`config.mk`:
```
export PLATFORM = sky130hd
export DESIGN_NAME = param_page_check
export DESIGN_NICKNAME = d
export VERILOG_FILES = /design/src/rtl/ppv_pkg.sv /design/src/rtl/ppv_crc_step.sv /design/src/rtl/ppv_sig_match.sv /design/src/rtl/param_page_check.sv
export SDC_FILE = /design/constraint.sdc
export NUM_CORES = 1
export LEC_CHECK = 0
export ABC_AREA = 1
export BUFFER_PORTS_ARGS = -buffer_cell sky130_fd_sc_hd__buf_2
export CORE_MARGIN = 2
export CORE_UTILIZATION = 30
export CTS_CLUSTER_SIZE = 20
export DETAILED_ROUTE_END_ITERATION = 7
export PLACE_DENSITY = 0.53
export SLEW_MARGIN = 10
export SYNTH_ARGS = -nofsm -noshare
export SYNTH_HDL_FRONTEND = slang
export SYNTH_SLANG_ARGS = --single-unit
```
`constraint.sdc`:
```
create_clock -name clk -period 2.2 [get_ports clk]
set_input_delay 0.44 -clock clk [delete_from_list [all_inputs] [get_ports clk]]
set_output_delay 0.44 -clock clk [all_outputs]
set_load 0.03 [all_outputs]
```
`src/rtl/ppv_pkg.sv`:
```
package ppv_pkg;
   localparam int BYTE_W = 8;
   localparam int CRC_W  = 16;
   localparam int NIB_W  = BYTE_W / 2;
   // expected signature, position 0 in the low byte
   localparam logic [4*BYTE_W-1:0] SIG_WORD = 32'h4946_4E4F;
   localparam logic [CRC_W-1:0] CRC_SEED = 16'h4F4E;
   localparam logic [CRC_W-1:0] CRC_POLY = 16'h8005;

   typedef enum logic {PPV_IDLE = 1'b0, PPV_SCAN = 1'b1} ppv_state_e;
endpackage

```
`src/rtl/ppv_crc_step.sv`:
```
module ppv_crc_step #(
   parameter int CW = 16,
   parameter int DW = 8,
   parameter logic [CW-1:0] POLY = 16'h8005
) (
   input  logic [CW-1:0] crc_in,
   input  logic [DW-1:0] data,
   output logic [CW-1:0] crc_out
);
   logic [CW-1:0] stage [0:DW];

   assign stage[0] = crc_in ^ {data, {(CW-DW){1'b0}}};

   for (genvar k = 0; k < DW; k++) begin : g_bit
      assign stage[k+1] = stage[k][CW-1] ? ((stage[k] << 1) ^ POLY)
                                         : (stage[k] << 1);
   end

   assign crc_out = stage[DW];
endmodule

```
`src/rtl/ppv_sig_match.sv`:
```
module ppv_sig_match #(
   parameter int DW    = 8,
   parameter int NSIG  = 4,
   parameter int IW    = 8,
   parameter logic [NSIG*DW-1:0] SIG = 32'h4946_4E4F
) (
   input  logic [IW-1:0] idx,
   input  logic [DW-1:0] data,
   output logic          hit
);
   logic [NSIG-1:0] pos_hit;

   for (genvar p = 0; p < NSIG; p++) begin : g_pos
      assign pos_hit[p] = (idx == IW'(p)) && (data == SIG[p*DW +: DW]);
   end

   assign hit = |pos_hit;
endmodule

```
`src/rtl/param_page_check.sv`:
```
module param_page_check #(
   parameter int PAGE_BYTES  = 256,
   parameter int MAX_COPIES  = 3,
   parameter int ACYC_OFFSET = 101,
   parameter int SIG_MIN     = 2
) (
   input  logic       clk,
   input  logic       rst_n,
   input  logic       start,
   input  logic       in_valid,
   input  logic [7:0] in_data,
   output logic       in_ready,
   output logic       done,
   output logic       pass,
   output logic [3:0] col_cycles,
   output logic [3:0] row_cycles
);
   import ppv_pkg::*;

   localparam int IDX_W   = $clog2(PAGE_BYTES);
   localparam int CP_W    = (MAX_COPIES > 1) ? $clog2(MAX_COPIES) : 1;
   localparam int CRC_LEN = PAGE_BYTES - 2;
   localparam int NSIG    = 4;
   localparam int SC_W    = $clog2(NSIG + 1);
   localparam logic [IDX_W-1:0] IDX_CLO  = IDX_W'(CRC_LEN);
   localparam logic [IDX_W-1:0] IDX_LAST = IDX_W'(PAGE_BYTES - 1);
   localparam logic [IDX_W-1:0] IDX_ACYC = IDX_W'(ACYC_OFFSET);
   localparam logic [CP_W-1:0]  CP_LAST  = CP_W'(MAX_COPIES - 1);

   if (PAGE_BYTES < 8 || (1 << IDX_W) != PAGE_BYTES) begin : g_chk_page
      $error("PAGE_BYTES must be a power of two of at least 8");
   end
   if (ACYC_OFFSET < NSIG || ACYC_OFFSET >= CRC_LEN) begin : g_chk_acyc
      $error("ACYC_OFFSET must sit inside the CRC-covered body");
   end
   if (MAX_COPIES < 1) begin : g_chk_cp
      $error("MAX_COPIES must be at least 1");
   end
   if (SIG_MIN < 1 || SIG_MIN > NSIG) begin : g_chk_sig
      $error("SIG_MIN must be between 1 and 4");
   end

   ppv_state_e           state;
   logic [IDX_W-1:0]     idx;
   logic [CP_W-1:0]      copy_idx;
   logic [CRC_W-1:0]     crc_q;
   logic [CRC_W-1:0]     crc_nxt;
   logic [SC_W-1:0]      sig_cnt;
   logic [BYTE_W-1:0]    acyc_q;
   logic [BYTE_W-1:0]    crc_lo_q;
   logic                 sig_hit;
   logic                 take;
   logic                 copy_ok;
   logic                 done_q;
   logic                 pass_q;
   logic [NIB_W-1:0]     col_q;
   logic [NIB_W-1:0]     row_q;

   ppv_crc_step #(.CW(CRC_W), .DW(BYTE_W), .POLY(CRC_POLY)) u_crc (
      .crc_in  (crc_q),
      .data    (in_data),
      .crc_out (crc_nxt)
   );

   ppv_sig_match #(.DW(BYTE_W), .NSIG(NSIG), .IW(IDX_W), .SIG(SIG_WORD)) u_sig (
      .idx  (idx),
      .data (in_data),
      .hit  (sig_hit)
   );

   assign in_ready = (state == PPV_SCAN);
   assign take     = in_ready && in_valid;
   assign copy_ok  = (sig_cnt >= SC_W'(SIG_MIN)) && (crc_q == {in_data, crc_lo_q});

   always_ff @(posedge clk) begin
      if (!rst_n) begin
         state    <= PPV_IDLE;
         idx      <= '0;
         copy_idx <= '0;
         crc_q    <= CRC_SEED;
         sig_cnt  <= '0;
         acyc_q   <= '0;
         crc_lo_q <= '0;
         done_q   <= 1'b0;
         pass_q   <= 1'b0;
         col_q    <= '0;
         row_q    <= '0;
      end else begin
         done_q <= 1'b0;
         if (state == PPV_IDLE) begin
            if (start) begin
               state    <= PPV_SCAN;
               idx      <= '0;
               copy_idx <= '0;
               crc_q    <= CRC_SEED;
               sig_cnt  <= '0;
            end
         end else if (take) begin
            if (sig_hit)         sig_cnt  <= sig_cnt + 1'b1;
            if (idx < IDX_CLO)   crc_q    <= crc_nxt;
            if (idx == IDX_ACYC) acyc_q   <= in_data;
            if (idx == IDX_CLO)  crc_lo_q <= in_data;
            if (idx == IDX_LAST) begin
               if (copy_ok) begin
                  state  <= PPV_IDLE;
                  done_q <= 1'b1;
                  pass_q <= 1'b1;
                  col_q  <= acyc_q[BYTE_W-1:NIB_W];
                  row_q  <= acyc_q[NIB_W-1:0];
               end else if (copy_idx == CP_LAST) begin
                  state  <= PPV_IDLE;
                  done_q <= 1'b1;
                  pass_q <= 1'b0;
               end else begin
                  copy_idx <= copy_idx + 1'b1;
                  idx      <= '0;
                  crc_q    <= CRC_SEED;
                  sig_cnt  <= '0;
               end
            end else begin
               idx <= idx + 1'b1;
            end
         end
      end
   end

   assign done       = done_q;
   assign pass       = pass_q;
   assign col_cycles = col_q;
   assign row_cycles = row_q;
endmodule

```
==> impl_metrics.xml, run 1 <==
<?xml version="1.0" encoding="UTF-8"?>
<metrics>
  <group name="yosys">
    <metric name="post_synthesis_sequential_element_count" unit="">56</metric>
    <metric name="yosys.cell_count.top_type" unit="">nand2_1</metric>
    <metric name="cell_count_after_synthesis" unit="">424</metric>
    <metric name="largest_area_contributor_in_the_synthesized_netlist" unit="">dfxtp_1</metric>
    <metric name="synth_enable_flop_cells" unit="">0</metric>
    <metric name="synthAdderAreaFrac" unit="%">4.02</metric>
    <metric name="syn-cell-area" unit="um2">3110</metric>
    <metric name="synth_simple_gate_area_share" unit="%">31.6</metric>
    <metric name="most_common_flop_cell_mapped_by_yosys" unit="">dfxtp_1</metric>
    <metric name="synth_sequential_area_ratio" unit="%">36.0</metric>
    <metric name="ys_async_sr_fraction" unit="%">0</metric>
    <metric name="syn_avg_cell_area" unit="um2">7.34</metric>
    <metric name="synth_top_area_share" unit="%">36.0</metric>
    <metric name="yosys-mux-area-fraction" unit="%">0</metric>
    <metric name="synth-compound-area-share" unit="%">14.3</metric>
    <metric name="synth_cell_types" unit="">35</metric>
    <metric name="synth_area_leaders" unit="">dfxtp_1 36%, nand2_1 12%, a21oi_1 5.8%</metric>
    <metric name="post_synth_xor_area_fraction" unit="%">6.19</metric>
    <metric name="yosysWarningCount" unit="">0</metric>
    <metric name="mappedNetlistNets" unit="">446</metric>
    <metric name="synth_top_family_by_area" unit="">simple AND/OR/NAND/NOR gates</metric>
    <metric name="synth_commonest_cells" unit="">100 x nand2_1, 56 x dfxtp_1, 43 x inv_1</metric>
  </group>
  <group name="drt">
    <metric name="top_layer" unit="">met4</metric>
    <metric name="via_count" unit="">2817</metric>
    <metric name="route.detailed.drc" unit="">0</metric>
    <metric name="drt-met1-wl" unit="mm">3.89</metric>
    <metric name="average_wire_length_per_cell_after_detail_routing" unit="um">13.4</metric>
    <metric name="wl_met3" unit="um">414</metric>
    <metric name="wirelength" unit="mm">8.08</metric>
    <metric name="dr_wl_met2" unit="mm">3.67</metric>
    <metric name="vias_per_cell" unit="">4.66</metric>
    <metric name="ant_nets" unit="">0</metric>
    <metric name="drtIter0Drc" unit="">175</metric>
    <metric name="length_of_the_first_detailed_routing_pass_in_iterations" unit="">5</metric>
  </group>
  <group name="cells_and_area">
    <metric name="n_antenna_cell" unit="">0</metric>
    <metric name="finalNetCount" unit="">490</metric>
    <metric name="area_growth" unit="%">16.2</metric>
    <metric name="fin_util" unit="%">35.5</metric>
    <metric name="post_route_cells_drive_above_1_share" unit="%">18.3</metric>
    <metric name="final_cells" unit="">605</metric>
  </group>
  <group name="timing">
    <metric name="post-route-worst-setup-slack" unit="ns">0.265</metric>
    <metric name="clock.fmax" unit="MHz">517</metric>
    <metric name="setup_repair_after_global_routing_missed_its_margin" unit="">no</metric>
    <metric name="timing_max_transition_violations_final" unit="">0</metric>
    <metric name="relSlewSlack" unit="%">58.2</metric>
    <metric name="worst_clock_skew" unit="ns">0.00790</metric>
    <metric name="final_hold_viol_count" unit="">0</metric>
    <metric name="worst_pin_slew" unit="ns">0.623</metric>
    <metric name="post-route-min-period" unit="ns">1.93</metric>
    <metric name="finalSetupViolCount" unit="">0</metric>
    <metric name="final_worst_path_cycle_share" unit="%">87.9</metric>
  </group>
  <group name="global_route">
    <metric name="grt_first_pass_wirelength" unit="mm">13.2</metric>
    <metric name="grt_antenna_before_repair" unit="">0</metric>
    <metric name="total_track_usage" unit="%">14.9</metric>
    <metric name="grt_pass1_vias" unit="">2588</metric>
    <metric name="grt_start_max_net_pins" unit="">24</metric>
    <metric name="globalRouteOverflowTotal" unit="">0</metric>
  </group>
  <group name="clock_tree">
    <metric name="root_buffer" unit="">clkbuf_8</metric>
    <metric name="htreeDepth" unit="">2</metric>
    <metric name="hold_buffer_count_at_cts" unit="">0</metric>
    <metric name="clkSinkCount" unit="">56</metric>
    <metric name="clock_edge_transition_at_the_registers_on_the_reported_setup_and_hold_paths" unit="ns">0.10</metric>
    <metric name="clock_latency" unit="ns">0.31</metric>
    <metric name="postCtsSetupRepairBufs" unit="">0</metric>
    <metric name="cts_tree" unit="">done</metric>
    <metric name="post_cts.resized_instances" unit="">0</metric>
    <metric name="clock_path_buffers" unit="">2</metric>
    <metric name="cts_inserted_buffers" unit="">5</metric>
  </group>
  <group name="die">
    <metric name="die_x" unit="um">106</metric>
    <metric name="rows" unit="">37</metric>
    <metric name="fp.dieH" unit="um">106</metric>
    <metric name="initial_util" unit="%">30.6</metric>
    <metric name="die_area" unit="um2">11200</metric>
    <metric name="core_area" unit="um2">10200</metric>
    <metric name="io-pin-count" unit="">23</metric>
  </group>
  <group name="worst_setup_path">
    <metric name="startpoint_type" unit="">flop</metric>
    <metric name="critPathMaxFanout" unit="">9</metric>
    <metric name="timing.critical_path.to_type" unit="">flop</metric>
    <metric name="required" unit="ns">2.40</metric>
    <metric name="depth_of_the_worst_register_to_register_path" unit="">14</metric>
    <metric name="crit-reg2reg-capture" unit="">crc_q[9]</metric>
    <metric name="regToRegStartpoint" unit="">crc_q[13]</metric>
    <metric name="worst_setup_path_class" unit="">reg2reg</metric>
    <metric name="ff2ff_setup_slack" unit="ns">0.27</metric>
    <metric name="crit_arrival" unit="ns">2.13</metric>
  </group>
  <group name="run">
    <metric name="drv.max_cap_violation_count" unit="">0</metric>
  </group>
  <group name="placement">
    <metric name="routabilityCongestion" unit="">0.867</metric>
    <metric name="setup_slack_at_placement" unit="ns">-0.0147</metric>
    <metric name="dp_hpwl" unit="mm">6.28</metric>
    <metric name="port_buffers" unit="">22</metric>
    <metric name="placed_cells_incl_taps" unit="">597</metric>
  </group>
  <group name="power_and_ir_drop">
    <metric name="power.share.clock" unit="%">28.3</metric>
    <metric name="pwr_density_cell" unit="nW/um2">560</metric>
    <metric name="leakagePower" unit="nW">1.60</metric>
    <metric name="internal-power" unit="W">0.00141</metric>
    <metric name="p_seq_share" unit="%">52.4</metric>
    <metric name="power_frac_comb" unit="%">19.3</metric>
    <metric name="swShare" unit="%">30.3</metric>
    <metric name="ir_worst_vdd" unit="mV">0.273</metric>
    <metric name="switchingPower" unit="W">0.000614</metric>
  </group>
  <group name="min_path">
    <metric name="hold_path.startpoint" unit="">start</metric>
    <metric name="holdPathEnd" unit="">in_ready</metric>
    <metric name="class_of_the_worst_hold_path" unit="">in2reg</metric>
    <metric name="worstHoldPathCells" unit="">3</metric>
  </group>
  <group name="outcome">
    <metric name="status" unit="">finished clean</metric>
  </group>
</metrics>
==> state kept, by name (all words and copies together) (netlist names) <==
| name | cells |
|---|---|
| in_ready | 1 |
| crc_q | 16 |
| acyc_q | 8 |
| sig_cnt | 3 |
| row_cycles | 4 |
| done | 1 |
| pass | 1 |
| idx | 8 |
| col_cycles | 4 |
| copy_idx | 2 |
| crc_lo_q | 8 |
==> layer usage <==
layer / global-route usage [%] / vias to the layer above
li1: - / 1474
met1: 20.3 / 1269
met3: 2.66 / 9
met4: 3.48 / 0
met2: 24.6 / 65
met5: 0 / -
==> layout by cell type, fill, tap and decap left out, types with 2 or more instances in the layout <==
cell type	n
nand2_1	100
dfxtp_1	56
inv_1	43
a21oi_1	36
nand3_1	31
nor2_1	29
o21ai_0	28
buf_4	24
buf_2	22
xor2_1	15
ha_1	10
inv_2	8
xnor2_1	7
a211oi_1	6
nand2_4	5
nand2_2	5
nor4_1	5
clkbuf_8	5
nor3_1	4
nor3_4	3
nor2_8	3
o2111ai_1	3
o211ai_1	3
nand4_1	3
nor2_4	2
==> layout make-up <==
type / count / area (um2)
Fill cell: 1111 / 6570
Multi-Input combinational cell: 306 / 1750
Sequential cell: 56 / 1120
Timing Repair Buffer: 46 / 290
Inverter: 53 / 201
Tap cell: 136 / 170
Clock buffer: 6 / 72.6
Clock inverter: 2 / 16.3
==> through the flow <==
| stage | instance area, um2 | hold WS (ns) | TNS, ns | power, W |
|---|---|---|---|---|
| finish | 3620 | 0.410 | 0 | 0.00203 |
| global route | 3620 | 0.425 | 0 | 0.00214 |
| CTS | 3620 | 0.400 | 0 | 0.00206 |
| detailed placement | 3530 | 0.433 | -0.0502 | 0.00147 |
| global placement | 3530 | 0.428 | 0 | 0.00147 |
| floorplan | 3110 | 0.435 | 0 | 0.00133 |
==> power by group through the flow <==
stage | Sequential, W | Clock [W] | Combinational, W
floorplan | 0.00108 | 0 | 0.000249
global placement | 0.00108 | 0 | 0.000388
CTS | 0.00106 | 0.000604 | 0.000393
global route | 0.00107 | 0.000639 | 0.000439
finish | 0.00106 | 0.000573 | 0.000392
detailed placement | 0.00108 | 0 | 0.000391
==> how the worst max path moves through the flow <==
| stage | start | endpoint | slack [ns] |
|---|---|---|---|
| finish | crc_q[13] | crc_q[9] | 0.27 |
| global route | idx[1] | sig_cnt[2] | 0.08 |
| CTS | crc_q[15] | crc_q[10] | 0.24 |
| detailed placement | in_data[0] | crc_q[10] | -0.01 |
| global placement | in_data[0] | crc_q[11] | 0.02 |
| floorplan | in_data[7] | crc_q[10] | 0.12 |
==> cell families after synthesis <==
family | after synthesis
xor gates and xnor gates | 22
AOI/OAI and AO/OA | 80
and+or+nand+nor | 194
adders and majority gates | 10
DFF | 56
buffers and inverters | 62
==> worst max-delay path: stages (launching register included) <==
cell	delay [ns]
dfxtp_1	0.35
inv_1	0.10
nand2_1	0.10
nand2_1	0.10
ha_1	0.14
and3_2	0.19
nand4_4	0.08
nor2_4	0.12
nand2_2	0.07
nand2_4	0.08
nand3_2	0.08
nand2_4	0.10
nor2_4	0.06
nor2_8	0.15
o211ai_1	0.11
Note: power is estimated with default switching activity, not from simulation.
==> run 2, diff against run 1 <==
- CTS_BUF_LIST: not set -> sky130_fd_sc_hd__clkbuf_16
==> run 2 against run 1 <==
First-iteration DRC count shrank 15%. Sequential power is essentially flat. Worst setup slack lost 0.019 ns. Sequential cell count is the same. Register-to-register slack lost 0.02 ns. Cell area grew 1.6%. Critical path type unchanged. Critical endpoint is now sig_cnt[2].
==> impl_metrics.xml, run 2 (same netlist as run 1, synthesis figures left out) <==
<?xml version="1.0" encoding="UTF-8"?>
<metrics>
  <group name="power_and_ir_drop">
    <metric name="pwr_density_cell" unit="nW/um2">610</metric>
    <metric name="power_frac_comb" unit="%">17.5</metric>
    <metric name="internal-power" unit="W">0.00160</metric>
    <metric name="leakagePower" unit="nW">1.63</metric>
    <metric name="ir_worst_vdd" unit="mV">0.334</metric>
    <metric name="power.share.clock" unit="%">35.2</metric>
    <metric name="p_seq_share" unit="%">47.3</metric>
    <metric name="switchingPower" unit="W">0.000638</metric>
    <metric name="swShare" unit="%">28.4</metric>
  </group>
  <group name="worst_setup_path">
    <metric name="startpoint_type" unit="">flop</metric>
    <metric name="required" unit="ns">2.43</metric>
    <metric name="critPathMaxFanout" unit="">4</metric>
    <metric name="worst_setup_path_class" unit="">reg2reg</metric>
    <metric name="depth_of_the_worst_register_to_register_path" unit="">7</metric>
    <metric name="timing.critical_path.to_type" unit="">flop</metric>
    <metric name="crit_arrival" unit="ns">2.18</metric>
  </group>
  <group name="timing">
    <metric name="worst_pin_slew" unit="ns">0.613</metric>
    <metric name="setup_repair_after_global_routing_missed_its_margin" unit="">no</metric>
    <metric name="final_hold_viol_count" unit="">0</metric>
    <metric name="clock.fmax" unit="MHz">512</metric>
    <metric name="finalSetupViolCount" unit="">0</metric>
    <metric name="final_worst_path_cycle_share" unit="%">88.8</metric>
    <metric name="worst_clock_skew" unit="ns">0.00736</metric>
    <metric name="relSlewSlack" unit="%">58.9</metric>
    <metric name="finalSetupTns" unit="ns">0</metric>
    <metric name="post-route-min-period" unit="ns">1.95</metric>
    <metric name="hold-worst-slack" unit="ns">0.430</metric>
    <metric name="timing_max_transition_violations_final" unit="">0</metric>
  </group>
  <group name="clock_tree">
    <metric name="clock_path_buffers" unit="">2</metric>
    <metric name="post_cts.resized_instances" unit="">0</metric>
    <metric name="htreeDepth" unit="">2</metric>
    <metric name="clock_latency" unit="ns">0.29</metric>
    <metric name="clkSinkCount" unit="">56</metric>
    <metric name="root_buffer" unit="">clkbuf_16</metric>
    <metric name="hold_buffer_count_at_cts" unit="">0</metric>
    <metric name="cts_inserted_buffers" unit="">5</metric>
    <metric name="postCtsSetupRepairBufs" unit="">0</metric>
    <metric name="clock_edge_transition_at_the_registers_on_the_reported_setup_and_hold_paths" unit="ns">0.07</metric>
    <metric name="cts_tree" unit="">done</metric>
  </group>
  <group name="die">
    <metric name="io-pin-count" unit="">23</metric>
    <metric name="fp.dieH" unit="um">106</metric>
    <metric name="core_area" unit="um2">10200</metric>
    <metric name="initial_util" unit="%">30.6</metric>
    <metric name="rows" unit="">37</metric>
    <metric name="die_x" unit="um">106</metric>
    <metric name="die_area" unit="um2">11200</metric>
  </group>
  <group name="drt">
    <metric name="length_of_the_first_detailed_routing_pass_in_iterations" unit="">5</metric>
    <metric name="wirelength" unit="mm">8.07</metric>
    <metric name="via_count" unit="">2823</metric>
    <metric name="drtIter0Drc" unit="">149</metric>
    <metric name="average_wire_length_per_cell_after_detail_routing" unit="um">13.3</metric>
    <metric name="vias_per_cell" unit="">4.67</metric>
    <metric name="ant_nets" unit="">0</metric>
    <metric name="route.detailed.drc" unit="">0</metric>
  </group>
  <group name="placement">
    <metric name="port_buffers" unit="">22</metric>
    <metric name="dp_hpwl" unit="mm">6.28</metric>
    <metric name="routabilityCongestion" unit="">0.867</metric>
    <metric name="placed_area" unit="um2">3530</metric>
  </group>
  <group name="min_path">
    <metric name="class_of_the_worst_hold_path" unit="">in2reg</metric>
    <metric name="worstHoldPathCells" unit="">3</metric>
  </group>
  <group name="run">
    <metric name="drv.max_cap_violation_count" unit="">0</metric>
  </group>
  <group name="cells_and_area">
    <metric name="register_name_with_the_most_flops" unit="">crc_q</metric>
    <metric name="fin_util" unit="%">36.1</metric>
    <metric name="area_growth" unit="%">18.0</metric>
    <metric name="layout_common_cells" unit="">100 x nand2_1, 56 x dfxtp_1, 44 x inv_1</metric>
    <metric name="number_of_flip_flops_under_the_largest_register_name" unit="">16</metric>
    <metric name="post-route-cell-area" unit="um2">3670</metric>
    <metric name="n_antenna_cell" unit="">0</metric>
    <metric name="layout.cells.most_common" unit="">nand2_1</metric>
    <metric name="post_route_cells_drive_above_1_share" unit="%">18.3</metric>
    <metric name="finalNetCount" unit="">490</metric>
  </group>
  <group name="global_route">
    <metric name="grt_pass1_vias" unit="">2597</metric>
    <metric name="globalRouteOverflowTotal" unit="">0</metric>
    <metric name="total_track_usage" unit="%">14.9</metric>
    <metric name="grt_start_max_net_pins" unit="">24</metric>
    <metric name="grt_first_pass_wirelength" unit="mm">13.2</metric>
    <metric name="grt_antenna_before_repair" unit="">0</metric>
  </group>
  <group name="outcome">
    <metric name="status" unit="">finished clean</metric>
  </group>
</metrics>
run 2: cell types whose count changed in the layout (fill, tap and decap cells not counted):
cell       before  now
inv_1          43   44
clkbuf_16       0    5
clkbuf_1        1    0
clkbuf_8        5    0
run 2: power by group through the flow:
stage	combinational, W	sequential [W]	clock (W)
final	0.000393	0.00106	0.000789
after global routing	0.000439	0.00106	0.000854
after CTS	0.000393	0.00106	0.000819
after detailed placement	0.000391	0.00108	0
after global placement	0.000388	0.00108	0
after floorplan	0.000249	0.00108	0
run 2: layer usage:
metal | wire length (um) | track usage (%) | vias up
li1 | - | - | 1475
met1 | 3950 | 20.2 | 1280
met2 | 3700 | 24.4 | 60
met3 | 335 | 2.72 | 8
met4 | 91 | 3.85 | 0
met5 | 0 | 0 | -
run 2: stage by stage:
| stage | worst slack (ns) | power (W) | cells |
|---|---|---|---|
| floorplan | 0.123 | 0.00133 | 424 |
| global placement | 0.0229 | 0.00147 | 597 |
| detailed placement | -0.0147 | 0.00147 | 597 |
| CTS | 0.248 | 0.00227 | 605 |
| global route | 0.0854 | 0.00236 | 605 |
| finish | 0.246 | 0.00224 | 605 |
run 2: worst max-delay path: stages, from the launching register on:
cell and delay [ns]:
dfxtp_1 0.40, nor4_1 0.58, nand4_1 0.15, nor2_1 0.33, nand2_1 0.11, xor2_1 0.14
nand2_1 0.07, a21oi_1 0.12
run 2: worst paths after layout:
path	from	endpoint	slack (ns)
max	idx[6]	sig_cnt[2]	0.25
min	start	in_ready	0.43
max reg2reg	idx[6]	sig_cnt[2]	0.25
min reg2reg	col_cycles[3]	col_cycles[3]	0.44
run 2: area by class of cell:
cell class                 instances  area (um2)
fill                            1101        6510
timing repair buffer              46         290
multi-input combinational        306        1750
tap                              136         170
clock buffer                       5         125
inverter                          53         201
sequential                        56        1120
clock inverter                     3        20.0
